==> config.mk <==
export PLATFORM = sky130hd
export DESIGN_NAME = serial_frame_tx
export DESIGN_NICKNAME = d
export VERILOG_FILES = /design/src/rtl/sft_pkg.sv /design/src/rtl/sft_parity.sv /design/src/rtl/sft_shifter.sv /design/src/rtl/sft_sequencer.sv /design/src/rtl/serial_frame_tx.sv
export SDC_FILE = /design/constraint.sdc
export NUM_CORES = 1
export LEC_CHECK = 0
export BUFFER_PORTS_ARGS = -buffer_cell sky130_fd_sc_hd__buf_2
export CORE_ASPECT_RATIO = 0.6
export CORE_UTILIZATION = 32
export CTS_CLUSTER_DIAMETER = 80
export DETAILED_ROUTE_END_ITERATION = 8
export GPL_TIMING_DRIVEN = 0
export MAX_ROUTING_LAYER = met4
export PLACE_DENSITY = 0.55
export RECOVER_POWER = 100
export SYNTH_ARGS = -nofsm -noshare
export SYNTH_HDL_FRONTEND = slang
export SYNTH_SLANG_ARGS = --single-unit
==> constraint.sdc <==
create_clock -name clk -period 3.4 [get_ports clk]
set_input_delay 0 -clock clk [delete_from_list [all_inputs] [get_ports clk]]
set_output_delay 0 -clock clk [all_outputs]
set_load 0.005 [all_outputs]
==> src/rtl/sft_pkg.sv <==
package sft_pkg;

  typedef enum logic [2:0] {
    PH_IDLE   = 3'd0,
    PH_ARMED  = 3'd1,
    PH_START  = 3'd2,
    PH_DATA   = 3'd3,
    PH_PARITY = 3'd4,
    PH_STOP   = 3'd5
  } phase_e;

  // Saturate a requested character length into the supported window.
  function automatic int unsigned sft_clamp(input int unsigned raw,
                                            input int unsigned lo,
                                            input int unsigned hi);
    if (raw < lo)      return lo;
    else if (raw > hi) return hi;
    else               return raw;
  endfunction

endpackage

==> src/rtl/sft_parity.sv <==
module sft_parity #(
  parameter int MAX_BITS = 9,
  parameter int LEN_W    = 4
) (
  input  logic [MAX_BITS-1:0] data,
  input  logic [LEN_W-1:0]    len,
  input  logic                odd,
  output logic                par_bit
);

  // Reduction XOR over the low `n` bits only.
  function automatic logic xor_active(input logic [MAX_BITS-1:0] d,
                                      input logic [LEN_W-1:0] n);
    logic acc;
    acc = 1'b0;
    for (int i = 0; i < MAX_BITS; i++) begin
      if (i < int'(n)) acc = acc ^ d[i];
    end
    return acc;
  endfunction

  assign par_bit = xor_active(data, len) ^ odd;

endmodule

==> src/rtl/sft_shifter.sv <==
module sft_shifter #(
  parameter int MAX_BITS = 9
) (
  input  logic                clk,
  input  logic                rst_n,
  input  logic                load,
  input  logic [MAX_BITS-1:0] load_data,
  input  logic                shift,
  output logic                lsb
);

  logic [MAX_BITS-1:0] sh_q;

  always_ff @(posedge clk) begin
    if (!rst_n)     sh_q <= '0;
    else if (load)  sh_q <= load_data;
    else if (shift) sh_q <= {1'b0, sh_q[MAX_BITS-1:1]};
  end

  assign lsb = sh_q[0];

endmodule

==> src/rtl/sft_sequencer.sv <==
module sft_sequencer
  import sft_pkg::*;
#(
  parameter int LEN_W = 4
) (
  input  logic             clk,
  input  logic             rst_n,
  input  logic             tick,
  input  logic             accept,
  input  logic [LEN_W-1:0] len_q,
  input  logic             par_en_q,
  input  logic             two_stop_q,
  output phase_e           ph,
  output logic             shift_en
);

  phase_e           ph_q;
  logic [LEN_W-1:0] idx_q;

  // Named internal events, used by the assertions below.
  logic last_data;
  logic first_stop_extend;
  logic frame_done;

  assign last_data         = (ph_q == PH_DATA) && (idx_q == len_q - LEN_W'(1));
  assign first_stop_extend = (ph_q == PH_STOP) && two_stop_q && (idx_q == '0);
  assign frame_done        = tick && (ph_q == PH_STOP) && !first_stop_extend;
  assign shift_en          = tick && (ph_q == PH_DATA);

  always_ff @(posedge clk) begin
    if (!rst_n) begin
      ph_q  <= PH_IDLE;
      idx_q <= '0;
    end else begin
      case (ph_q)
        PH_IDLE:  if (accept) ph_q <= PH_ARMED;
        PH_ARMED: if (tick)   ph_q <= PH_START;
        PH_START: if (tick) begin
          ph_q  <= PH_DATA;
          idx_q <= '0;
        end
        PH_DATA: if (tick) begin
          if (last_data) begin
            ph_q  <= par_en_q ? PH_PARITY : PH_STOP;
            idx_q <= '0;
          end else begin
            idx_q <= idx_q + LEN_W'(1);
          end
        end
        PH_PARITY: if (tick) begin
          ph_q  <= PH_STOP;
          idx_q <= '0;
        end
        PH_STOP: if (tick) begin
          if (first_stop_extend) idx_q <= LEN_W'(1);
          else                   ph_q  <= PH_IDLE;
        end
        default: ph_q <= PH_IDLE;
      endcase
    end
  end

  assign ph = ph_q;

  // the data index never runs past the latched length
  assert_data_index_bound_R5: assert property (@(posedge clk) disable iff (!rst_n)
    (ph_q == PH_DATA) |-> (idx_q < len_q));

  // the parity slot is reached only when parity was enabled
  assert_parity_only_if_enabled_R6: assert property (@(posedge clk) disable iff (!rst_n)
    (ph_q == PH_PARITY) |-> par_en_q);

  // completing the last stop bit returns to idle
  assert_done_goes_idle_R10: assert property (@(posedge clk) disable iff (!rst_n)
    frame_done |=> (ph_q == PH_IDLE));

  // acceptance arms the frame without starting it
  assert_accept_arms_R4: assert property (@(posedge clk) disable iff (!rst_n)
    (accept && ph_q == PH_IDLE) |=> (ph_q == PH_ARMED));

endmodule

==> src/rtl/serial_frame_tx.sv <==
module serial_frame_tx
  import sft_pkg::*;
#(
  parameter int MIN_BITS = 5,
  parameter int MAX_BITS = 9,
  localparam int LEN_W   = $clog2(MAX_BITS + 1)
) (
  input  logic                clk,
  input  logic                rst_n,
  input  logic                bit_tick,
  input  logic                in_valid,
  output logic                in_ready,
  input  logic [MAX_BITS-1:0] in_data,
  input  logic [LEN_W-1:0]    cfg_len,
  input  logic                cfg_par_en,
  input  logic                cfg_par_odd,
  input  logic                cfg_two_stop,
  output logic                tx_line,
  output logic                tx_busy
);

  phase_e           ph;
  logic             accept;
  logic             shift_en;
  logic             data_bit;
  logic             par_now;
  logic [LEN_W-1:0] len_eff;

  logic [LEN_W-1:0] len_q;
  logic             par_en_q;
  logic             two_stop_q;
  logic             par_q;

  assign in_ready = (ph == PH_IDLE);
  assign tx_busy  = !in_ready;
  assign accept   = in_valid && in_ready;
  assign len_eff  = LEN_W'(sft_clamp(32'(cfg_len), MIN_BITS, MAX_BITS));

  sft_parity #(.MAX_BITS(MAX_BITS), .LEN_W(LEN_W)) u_parity (
    .data    (in_data),
    .len     (len_eff),
    .odd     (cfg_par_odd),
    .par_bit (par_now)
  );

  // Frame format is captured with the character and held until the end.
  always_ff @(posedge clk) begin
    if (!rst_n) begin
      len_q      <= LEN_W'(MIN_BITS);
      par_en_q   <= 1'b0;
      two_stop_q <= 1'b0;
      par_q      <= 1'b0;
    end else if (accept) begin
      len_q      <= len_eff;
      par_en_q   <= cfg_par_en;
      two_stop_q <= cfg_two_stop;
      par_q      <= par_now;
    end
  end

  sft_shifter #(.MAX_BITS(MAX_BITS)) u_shifter (
    .clk       (clk),
    .rst_n     (rst_n),
    .load      (accept),
    .load_data (in_data),
    .shift     (shift_en),
    .lsb       (data_bit)
  );

  sft_sequencer #(.LEN_W(LEN_W)) u_seq (
    .clk        (clk),
    .rst_n      (rst_n),
    .tick       (bit_tick),
    .accept     (accept),
    .len_q      (len_q),
    .par_en_q   (par_en_q),
    .two_stop_q (two_stop_q),
    .ph         (ph),
    .shift_en   (shift_en)
  );

  always_comb begin
    case (ph)
      PH_START:  tx_line = 1'b0;
      PH_DATA:   tx_line = data_bit;
      PH_PARITY: tx_line = par_q;
      default:   tx_line = 1'b1;
    endcase
  end

  // the line only moves right after a tick
  assert_line_moves_on_tick_R8: assert property (@(posedge clk) disable iff (!rst_n)
    !$past(bit_tick) |-> $stable(tx_line));

  // mark level whenever no frame is in progress
  assert_idle_mark_R2: assert property (@(posedge clk) disable iff (!rst_n)
    !tx_busy |-> tx_line);

  // the frame closes on a high level
  assert_busy_ends_high_R7: assert property (@(posedge clk) disable iff (!rst_n)
    $fell(tx_busy) |-> ($past(tx_line) && tx_line));

  // an accepted request makes the block busy while the line still rests
  assert_accept_busy_R3: assert property (@(posedge clk) disable iff (!rst_n)
    (in_valid && in_ready) |=> (tx_busy && tx_line));

  // captured format stays put while busy
  assert_cfg_held_R9: assert property (@(posedge clk) disable iff (!rst_n)
    tx_busy |=> $stable({len_q, par_en_q, two_stop_q, par_q}));

endmodule

==> results of run 1 <==
[through the flow]
| step | cell area, um2 | worst slack (ns) | total power, mW | hold WS [ns] |
|---|---|---|---|---|
| final | 1610 | 1.26 | 0.657 | 0.00761 |
| after global routing | 1610 | 0.988 | 0.700 | 0.0123 |
| after CTS | 1640 | 1.64 | 0.674 | 0.00201 |
| after detailed placement | 1550 | 1.67 | 0.495 | 0.224 |
| after global placement | 1550 | 1.69 | 0.495 | 0.213 |
| after floorplan | 1370 | 1.84 | 0.444 | 0.0619 |
[layer usage]
layer,vias to the layer above,global-route usage,share of wire
li1,651,-,-
met1,559,0.231,0.60
met2,30,0.204,0.36
met3,2,0.0378,0.040
met4,0,0.0167,0.0026
met5,-,-,0
[flip-flops by register name, indices dropped and copies added, names as in the netlist]
name and count:
two_stop_q 1, par_q 1, u_shifter.sh_q 9, u_seq.ph 3, u_seq.idx_q 4, par_en_q 1, len_q 4
[worst min-delay path by stage]
stage / startpoint / to / slack (ns) / depth (start not counted)
5_1_grt: in_data[6] / u_shifter.sh_q[6] / 0.01 / 3
4_1_cts: in_data[6] / u_shifter.sh_q[6] / 0.002 / 3
6_report: in_data[6] / u_shifter.sh_q[6] / 0.008 / 3
3_5_place_dp: rst_n / len_q[2] / 0.22 / 2
2_1_floorplan: rst_n / len_q[2] / 0.06 / 1
3_3_place_gp: rst_n / len_q[2] / 0.21 / 2
[final cells by class]
type | count | area share
well taps | 60 | 0.0467
inverters | 6 | 0.0140
clock buffers | 3 | 0.0257
flip-flops and latches | 23 | 0.287
repair buffers | 25 | 0.0896
multi-input cells | 131 | 0.502
plain buffers | 10 | 0.0327
clock inverters | 1 | 0.00312
[synthesized netlist by cell type, types with 3 or more instances]
library cell / n / share of area
nand2_1: 33 / 0.090
dfxtp_1: 23 / 0.34
nor2_1: 19 / 0.052
a21oi_1: 10 / 0.037
xnor2_1: 9 / 0.058
o21ai_0: 7 / 0.026
a311oi_1: 6 / 0.038
inv_1: 6 / 0.016
clkbuf_1: 5 / 0.014
nand3_1: 5 / 0.018
buf_2: 3 / 0.011
ha_1: 3 / 0.027
nand2b_1: 3 / 0.014
[worst max-delay path: cells and delay by family, from the launching register on]
kind | cells | cell delay, ns
AND/OR/NAND/NOR | 3 | 0.65
flip-flops | 1 | 0.30
AO/OA/AOI/OAI | 1 | 0.25
buffers and inverters | 3 | 0.86
[cell families after synthesis]
kind of cell               share of synthesized area
muxes                                         0.0146
adders and majority gates                     0.0274
AOI/OAI and AO/OA                              0.208
and+or+nand+nor                                0.252
DFF                                            0.336
buffers and inverters                         0.0575
xor gates and xnor gates                       0.104
[power by group]
part | switching [mW] | internal, mW
registers | 0.0150 | 0.292
clock network | 0.0911 | 0.0818
logic | 0.0941 | 0.0828
total | 0.200 | 0.457
==> impl_metrics.json, run 1 <==
{
  "dp.cells": 251,
  "num-fill-cells": 458,
  "max_cap_violations": 0,
  "clk_pin_slew_ns": 0.09,
  "initial_core_util": 0.334,
  "die_area_mm2": 0.00456,
  "core_mm2": 0.00410,
  "crit_chain": "clkbuf_1 > nor3_1 > and2_0 > clkbuf_1 > clkbuf_1 > nand2_1 > a311oi_1",
  "max_slew.worst_pin.slew_ns": 0.528,
  "crit_type": "flip-flop to flip-flop",
  "max_stage_delay_ns": 0.37,
  "ys_seq_elements": 23,
  "syn-num-nets": 193,
  "io_pins": 23,
  "clock.fmax_ghz": 0.467,
  "ant_nets": 0,
  "multi_input_area_um2": 806,
  "final_common_cell": "nand2_1",
  "place_congestion": 0.765,
  "synthCells": 170,
  "rsz0062_at_grt": "false",
  "hold_violations": 0,
  "r2r-start": "u_seq.ph[2]",
  "min_path_type": "input port to flip-flop",
  "worstSetupStartpoint": "u_seq.ph[2]",
  "status": "completed",
  "cts.sinks": 23,
  "start_kind": "flip-flop",
  "die_width_um": 86.5,
  "cts_hold_buffers": 4,
  "cts_buffer_depth": 2,
  "post_cts_buffers": 0,
  "grt_max_degree": 14,
  "cts_max_level": 1,
  "cts_resized": 0,
  "crit_required_ns": 3.57,
  "cpMaxStageDelayCell": "nor3_1",
  "grt_pass1_wl_um": 5220,
  "nets": 223,
  "post_drt_via_cell_ratio": 4.80,
  "cts_tree": "built",
  "syn_to_final_growth_pct": 17.3,
  "track_usage": 0.153,
  "antenna_found_initial": 0,
  "utilization": 0.392,
  "synth_flop_cell": "dfxtp_1",
  "hpwl_um": 2400,
  "cellPowerDensity_mw_per_mm2": 409,
  "ys_warn_count": 0,
  "r2r_end": "u_shifter.sh_q[0]",
  "wl_per_cell_um": 12.1,
  "synthArstFlopShare": 0,
  "num_vias": 1242,
  "tns_ns": 0,
  "avgSynthCellArea_um2": 8.06,
  "grt_pass1_vias": 1079,
  "route.detailed.drc": 0,
  "io_buffer_count": 21,
  "ys_seq_area_frac": 0.336,
  "period_minus_slack_ns": 2.14,
  "endpoint": "u_shifter.sh_q[0]",
  "relSlewSlack": 0.648,
  "wl_um": 3130,
  "mostFrequentLayoutCells": "34 x nand2_1, 23 x dfxtp_1, 20 x buf_2",
  "worstRegToRegCells": 7,
  "finalNonFillerCells": 259,
  "drive_above_1_share": 0.141,
  "reg2reg_slack_ns": 1.26,
  "drt-initial-drc-count": 52,
  "setup_viol": 0,
  "vdd_drop_max_uv": 174,
  "rows": 18,
  "cts-root-buf": "clkbuf_8",
  "overflow": 0,
  "diodes": 0,
  "syn_area_mm2": 0.00137,
  "power_leakage_nw": 0.605,
  "drv_slew": 0,
  "arrival_ns": 2.32,
  "fin_crit_sh": 0.630,
  "end_kind": "flip-flop",
  "cts_buffers": 3,
  "clock_latency_ns": 0.26,
  "synth_cell_type_count": 41,
  "regArea_um2": 460,
  "finalClockSkew_ns": 0.00584,
  "cp_max_fo": 10,
  "die_y_um": 52.7,
  "dr.pass1.iters": 4,
  "path_common_cell": "clkbuf_1",
  "synth_edf_count": 0
}
Note: power is estimated with default switching activity, not from simulation.
==> run 2: changes to the inputs <==
==> constraint.sdc (replaced) <==
create_clock -name clk -period 2 [get_ports clk]
set_input_delay 0 -clock clk [delete_from_list [all_inputs] [get_ports clk]]
set_output_delay 0 -clock clk [all_outputs]
set_load 0.005 [all_outputs]
==> run 2 against run 1 <==
Wire length is essentially flat. Highest routed layer unchanged. First-iteration DRC count fell by 17%. Largest cell class unchanged. Register-to-register slack lost 1.0 ns. Clock power up 69%.
==> impl_metrics.json, run 2 (synthesis gave the netlist of run 1 again) <==
{
  "status": "completed",
  "clock.fmax_ghz": 0.569,
  "ant_nets": 0,
  "power_leakage_nw": 0.617,
  "wl_per_cell_um": 12.1,
  "drive_above_1_share": 0.171,
  "die_width_um": 86.5,
  "crit_type": "flip-flop to flip-flop",
  "clock_latency_ns": 0.26,
  "hpwl_um": 2400,
  "grt_pass1_wl_um": 5220,
  "arrival_ns": 1.94,
  "crit_required_ns": 2.18,
  "tns_ns": 0,
  "cts_max_level": 1,
  "max_stage_delay_ns": 0.32,
  "wl_um": 3130,
  "drt-initial-drc-count": 43,
  "drv_slew": 0,
  "initial_core_util": 0.334,
  "die_area_mm2": 0.00456,
  "cts-root-buf": "clkbuf_8",
  "num_vias": 1227,
  "cts_tree": "built",
  "antenna_found_initial": 0,
  "hp-start": "in_data[6]",
  "whs_ns": 0.0115,
  "start_kind": "flip-flop",
  "track_usage": 0.153,
  "cp_max_fo": 10,
  "end_kind": "flip-flop",
  "cpMaxStageDelayCell": "nor3_1",
  "nets": 223,
  "top_register": "u_shifter.sh_q",
  "cts_buffer_depth": 2,
  "largestRegisters": "u_shifter.sh_q: 9 flops, len_q: 4 flops, u_seq.idx_q: 4 flops",
  "setup_viol": 0,
  "period_minus_slack_ns": 1.76,
  "final_common_cell": "nand2_1",
  "max_slew.worst_pin.slew_ns": 0.518,
  "min_path_type": "input port to flip-flop",
  "clk_pin_slew_ns": 0.09,
  "largest_register_ffs": 9,
  "place_congestion": 0.765,
  "io_buffer_count": 21,
  "dr.pass1.iters": 4,
  "worstSetupStartpoint": "u_seq.ph[2]",
  "finalClockSkew_ns": 0.00502,
  "relSlewSlack": 0.654,
  "path_common_cell": "buf_2",
  "post_drt_via_cell_ratio": 4.74,
  "core_mm2": 0.00410,
  "rows": 18,
  "diodes": 0,
  "cellPowerDensity_mw_per_mm2": 692,
  "overflow": 0,
  "hold_violations": 0,
  "rsz0062_at_grt": "false",
  "grt_pass1_vias": 1079,
  "die_y_um": 52.7,
  "route.detailed.drc": 0,
  "max_cap_violations": 0,
  "mostFrequentLayoutCells": "33 x nand2_1, 23 x buf_2, 23 x dfxtp_1",
  "post_cts_buffers": 0,
  "r2r-start": "u_seq.ph[2]",
  "cts.sinks": 23,
  "grt_max_degree": 14,
  "fin_crit_sh": 0.879,
  "syn_to_final_growth_pct": 18.5,
  "cts_resized": 0,
  "io_pins": 23,
  "vdd_drop_max_uv": 295,
  "cts_buffers": 3,
  "crit_chain": "buf_2 > nor3_1 > and2_0 > buf_2 > buf_2 > nand2_1 > a311oi_1"
}
run 2: repair_timing:
item	in CTS	in global routing
endpoints found under the hold margin	5	0
hold buffers	4	0
endpoints found under the setup margin	0	0
run 2: final timing paths:
path	slack [ns]	cells after the start	endpoint
worst min register to register	0.46	2	par_en_q
worst max-delay path	0.24	7	u_shifter.sh_q[7]
worst max register to register	0.24	7	u_shifter.sh_q[7]
worst min-delay path	0.01	3	u_shifter.sh_q[6]
run 2: area by class of cell:
| class | instances | area (um2) |
|---|---|---|
| inverters | 6 | 22.5 |
| repair buffers | 25 | 144 |
| multi-input cells | 131 | 820 |
| clock buffers | 3 | 41.3 |
| fillers | 454 | 2470 |
| clock inverters | 1 | 5.00 |
| well taps | 60 | 75.1 |
| plain buffers | 10 | 56.3 |
| flip-flops and latches | 23 | 460 |
run 2: per-layer routing:
metal | track usage | part of all wire
met1 | 0.231 | 0.60
met2 | 0.204 | 0.36
met3 | 0.0378 | 0.039
met4 | 0.0167 | 0.0026
met5 | - | 0
run 2: critical path, delay by kind of cell, from the launching register on:
family | cells | cell delay [ns]
AOI/OAI and AO/OA | 1 | 0.23
buffers and inverters | 3 | 0.58
DFF | 1 | 0.30
and+or+nand+nor | 3 | 0.57
run 2: where the power goes:
group,switching (mW),internal (mW)
combinational,0.163,0.145
clock,0.153,0.139
sequential,0.0255,0.497
total,0.342,0.781
run 2: metrics by stage:
step | area (um2) | total power [mW] | instances | utilization | setup WS [ns]
after floorplan | 1370 | 0.756 | 170 | - | 0.444
after global routing | 1620 | 1.20 | 259 | 0.396 | 0.0938
final | 1620 | 1.12 | 259 | 0.396 | 0.241
after detailed placement | 1550 | 0.841 | 251 | 0.378 | 0.267
after global placement | 1550 | 0.842 | 251 | 0.378 | 0.287
after CTS | 1640 | 1.15 | 259 | 0.399 | 0.239
==> run 3: changes to the inputs <==
--- a/config.mk
+++ b/config.mk
@@ -10,10 +10,10 @@
 export CORE_UTILIZATION = 32
 export CTS_CLUSTER_DIAMETER = 80
 export DETAILED_ROUTE_END_ITERATION = 8
+export GPL_ROUTABILITY_DRIVEN = 0
 export GPL_TIMING_DRIVEN = 0
 export MAX_ROUTING_LAYER = met4
 export PLACE_DENSITY = 0.55
-export RECOVER_POWER = 100
 export SYNTH_ARGS = -nofsm -noshare
 export SYNTH_HDL_FRONTEND = slang
 export SYNTH_SLANG_ARGS = --single-unit
==> run 3 against run 2 <==
Critical endpoint is now u_seq.ph[2]. Clock power is essentially flat. Core utilization rose by 0.31 points. Worst setup slack gained 0.0068 ns. Count of clock-buffer cells in the layout unchanged. Final cell count unchanged. Total power is 0.47% higher.
==> impl_metrics.json, run 3 (synthesis gave the netlist of run 1 again) <==
{
  "status": "completed",
  "tns_ns": 0,
  "grt_max_degree": 14,
  "worstRegToRegCells": 7,
  "r2r_end": "u_seq.ph[2]",
  "path_delay_family": "simple AND/OR/NAND/NOR gates",
  "track_usage": 0.153,
  "end_kind": "flip-flop",
  "diodes": 0,
  "vdd_drop_max_uv": 297,
  "ant_nets": 0,
  "overflow": 0,
  "route.detailed.drc": 0,
  "largest_register_ffs": 9,
  "cts-root-buf": "clkbuf_8",
  "drive_above_1_share": 0.186,
  "relSlewSlack": 0.653,
  "crit_required_ns": 2.20,
  "num_vias": 1238,
  "cts_tree": "built",
  "drt-initial-drc-count": 53,
  "cts_hold_buffers": 4,
  "min_path_cells": 3,
  "die_width_um": 86.5,
  "hp-start": "in_data[6]",
  "clk_pin_slew_ns": 0.09,
  "holdPathEnd": "u_shifter.sh_q[6]",
  "wl_um": 3140,
  "io_buffer_count": 21,
  "clock.fmax_ghz": 0.571,
  "cts_max_level": 1,
  "initial_core_util": 0.334,
  "io_pins": 23,
  "syn_to_final_growth_pct": 19.5,
  "dp.cells": 251,
  "clock_latency_ns": 0.26,
  "setup_viol": 0,
  "cts.sinks": 23,
  "die_area_mm2": 0.00456,
  "cts_buffers": 3,
  "r2r-start": "len_q[0]",
  "mostFrequentLayoutCells": "33 x nand2_1, 24 x buf_2, 23 x dfxtp_1",
  "finalNonFillerCells": 259,
  "die_y_um": 52.7,
  "grt_pass1_wl_um": 5220,
  "rsz0062_at_grt": "false",
  "nets": 223,
  "min_path_type": "input port to flip-flop",
  "largestRegisters": "u_shifter.sh_q: 9 flops, len_q: 4 flops, u_seq.idx_q: 4 flops",
  "cts_buffer_depth": 2,
  "cts_resized": 0,
  "critPathBufInv": 1,
  "max_cap_violations": 0,
  "cp_max_fo": 8,
  "drv_slew": 0,
  "crit_chain": "inv_1 > ha_1 > xnor2_1 > nor3_2 > nand2_2 > o32a_1 > nor2_1",
  "cellPowerDensity_mw_per_mm2": 689,
  "cpMaxStageDelayCell": "dfxtp_1",
  "top_register": "u_shifter.sh_q",
  "antenna_found_initial": 0,
  "whs_ns": 0.0122,
  "finalClockSkew_ns": 0.00483,
  "reg2reg_slack_ns": 0.25,
  "post_cts_buffers": 0,
  "dr.pass1.iters": 4,
  "fin_crit_sh": 0.876,
  "power.total_mw": 1.13,
  "power_leakage_nw": 0.621,
  "max_stage_delay_ns": 0.39,
  "period_minus_slack_ns": 1.75,
  "final_common_cell": "nand2_1",
  "hpwl_um": 2400,
  "rows": 18,
  "hold_violations": 0,
  "crit_type": "flip-flop to flip-flop",
  "grt_pass1_vias": 1079,
  "start_kind": "flip-flop",
  "max_slew.worst_pin.slew_ns": 0.520,
  "post_drt_via_cell_ratio": 4.78,
  "core_mm2": 0.00410,
  "arrival_ns": 1.95,
  "wl_per_cell_um": 12.1
}
## run 3: cell type report
type / count / area (um2)
plain buffers: 10 / 56.3
clock buffers: 3 / 41.3
clock inverters: 1 / 5.00
fillers: 452 / 2460
inverters: 6 / 22.5
multi-input cells: 131 / 831
flip-flops and latches: 23 / 460
well taps: 60 / 75.1
repair buffers: 25 / 145
## run 3: worst reg2reg max path: stages (launching register included)
cell     delay (ns)
dfxtp_1        0.39
inv_1          0.08
ha_1           0.30
xnor2_1        0.14
nor3_2         0.22
nand2_2        0.16
o32a_1         0.32
nor2_1         0.08
## run 3: per-stage QoR
| step | cell area, um2 | utilization | setup WS [ns] |
|---|---|---|---|
| finish | 1640 | 0.399 | 0.248 |
| global route | 1640 | 0.399 | 0.111 |
| CTS | 1640 | 0.399 | 0.239 |
| detailed placement | 1550 | 0.378 | 0.267 |
| global placement | 1550 | 0.378 | 0.287 |
| floorplan | 1370 | - | 0.444 |
## run 3: layer usage
metal	track usage	wire (um)	up-vias
met3	0.0378	125	2
met2	0.204	1120	25
met1	0.231	1880	561
met5	-	0	-
met4	0.0167	8	0
li1	-	-	650
## run 3: worst max path at each step
stage	cells past startpoint	startpoint	endpoint	slack (ns)
2_1_floorplan	7	len_q[0]	u_seq.ph[2]	0.44
3_3_place_gp	7	len_q[0]	u_seq.ph[2]	0.29
3_5_place_dp	7	len_q[0]	u_seq.ph[2]	0.27
4_1_cts	7	len_q[0]	u_seq.ph[2]	0.24
5_1_grt	7	len_q[0]	u_seq.ph[2]	0.11
6_report	7	len_q[0]	u_seq.ph[2]	0.25
## run 3: report_power, final
| group | total, mW | internal, mW | switching, mW |
|---|---|---|---|
| Combinational | 0.313 | 0.148 | 0.165 |
| Clock | 0.292 | 0.139 | 0.153 |
| Sequential | 0.523 | 0.497 | 0.0260 |
| Total | 1.13 | 0.784 | 0.344 |
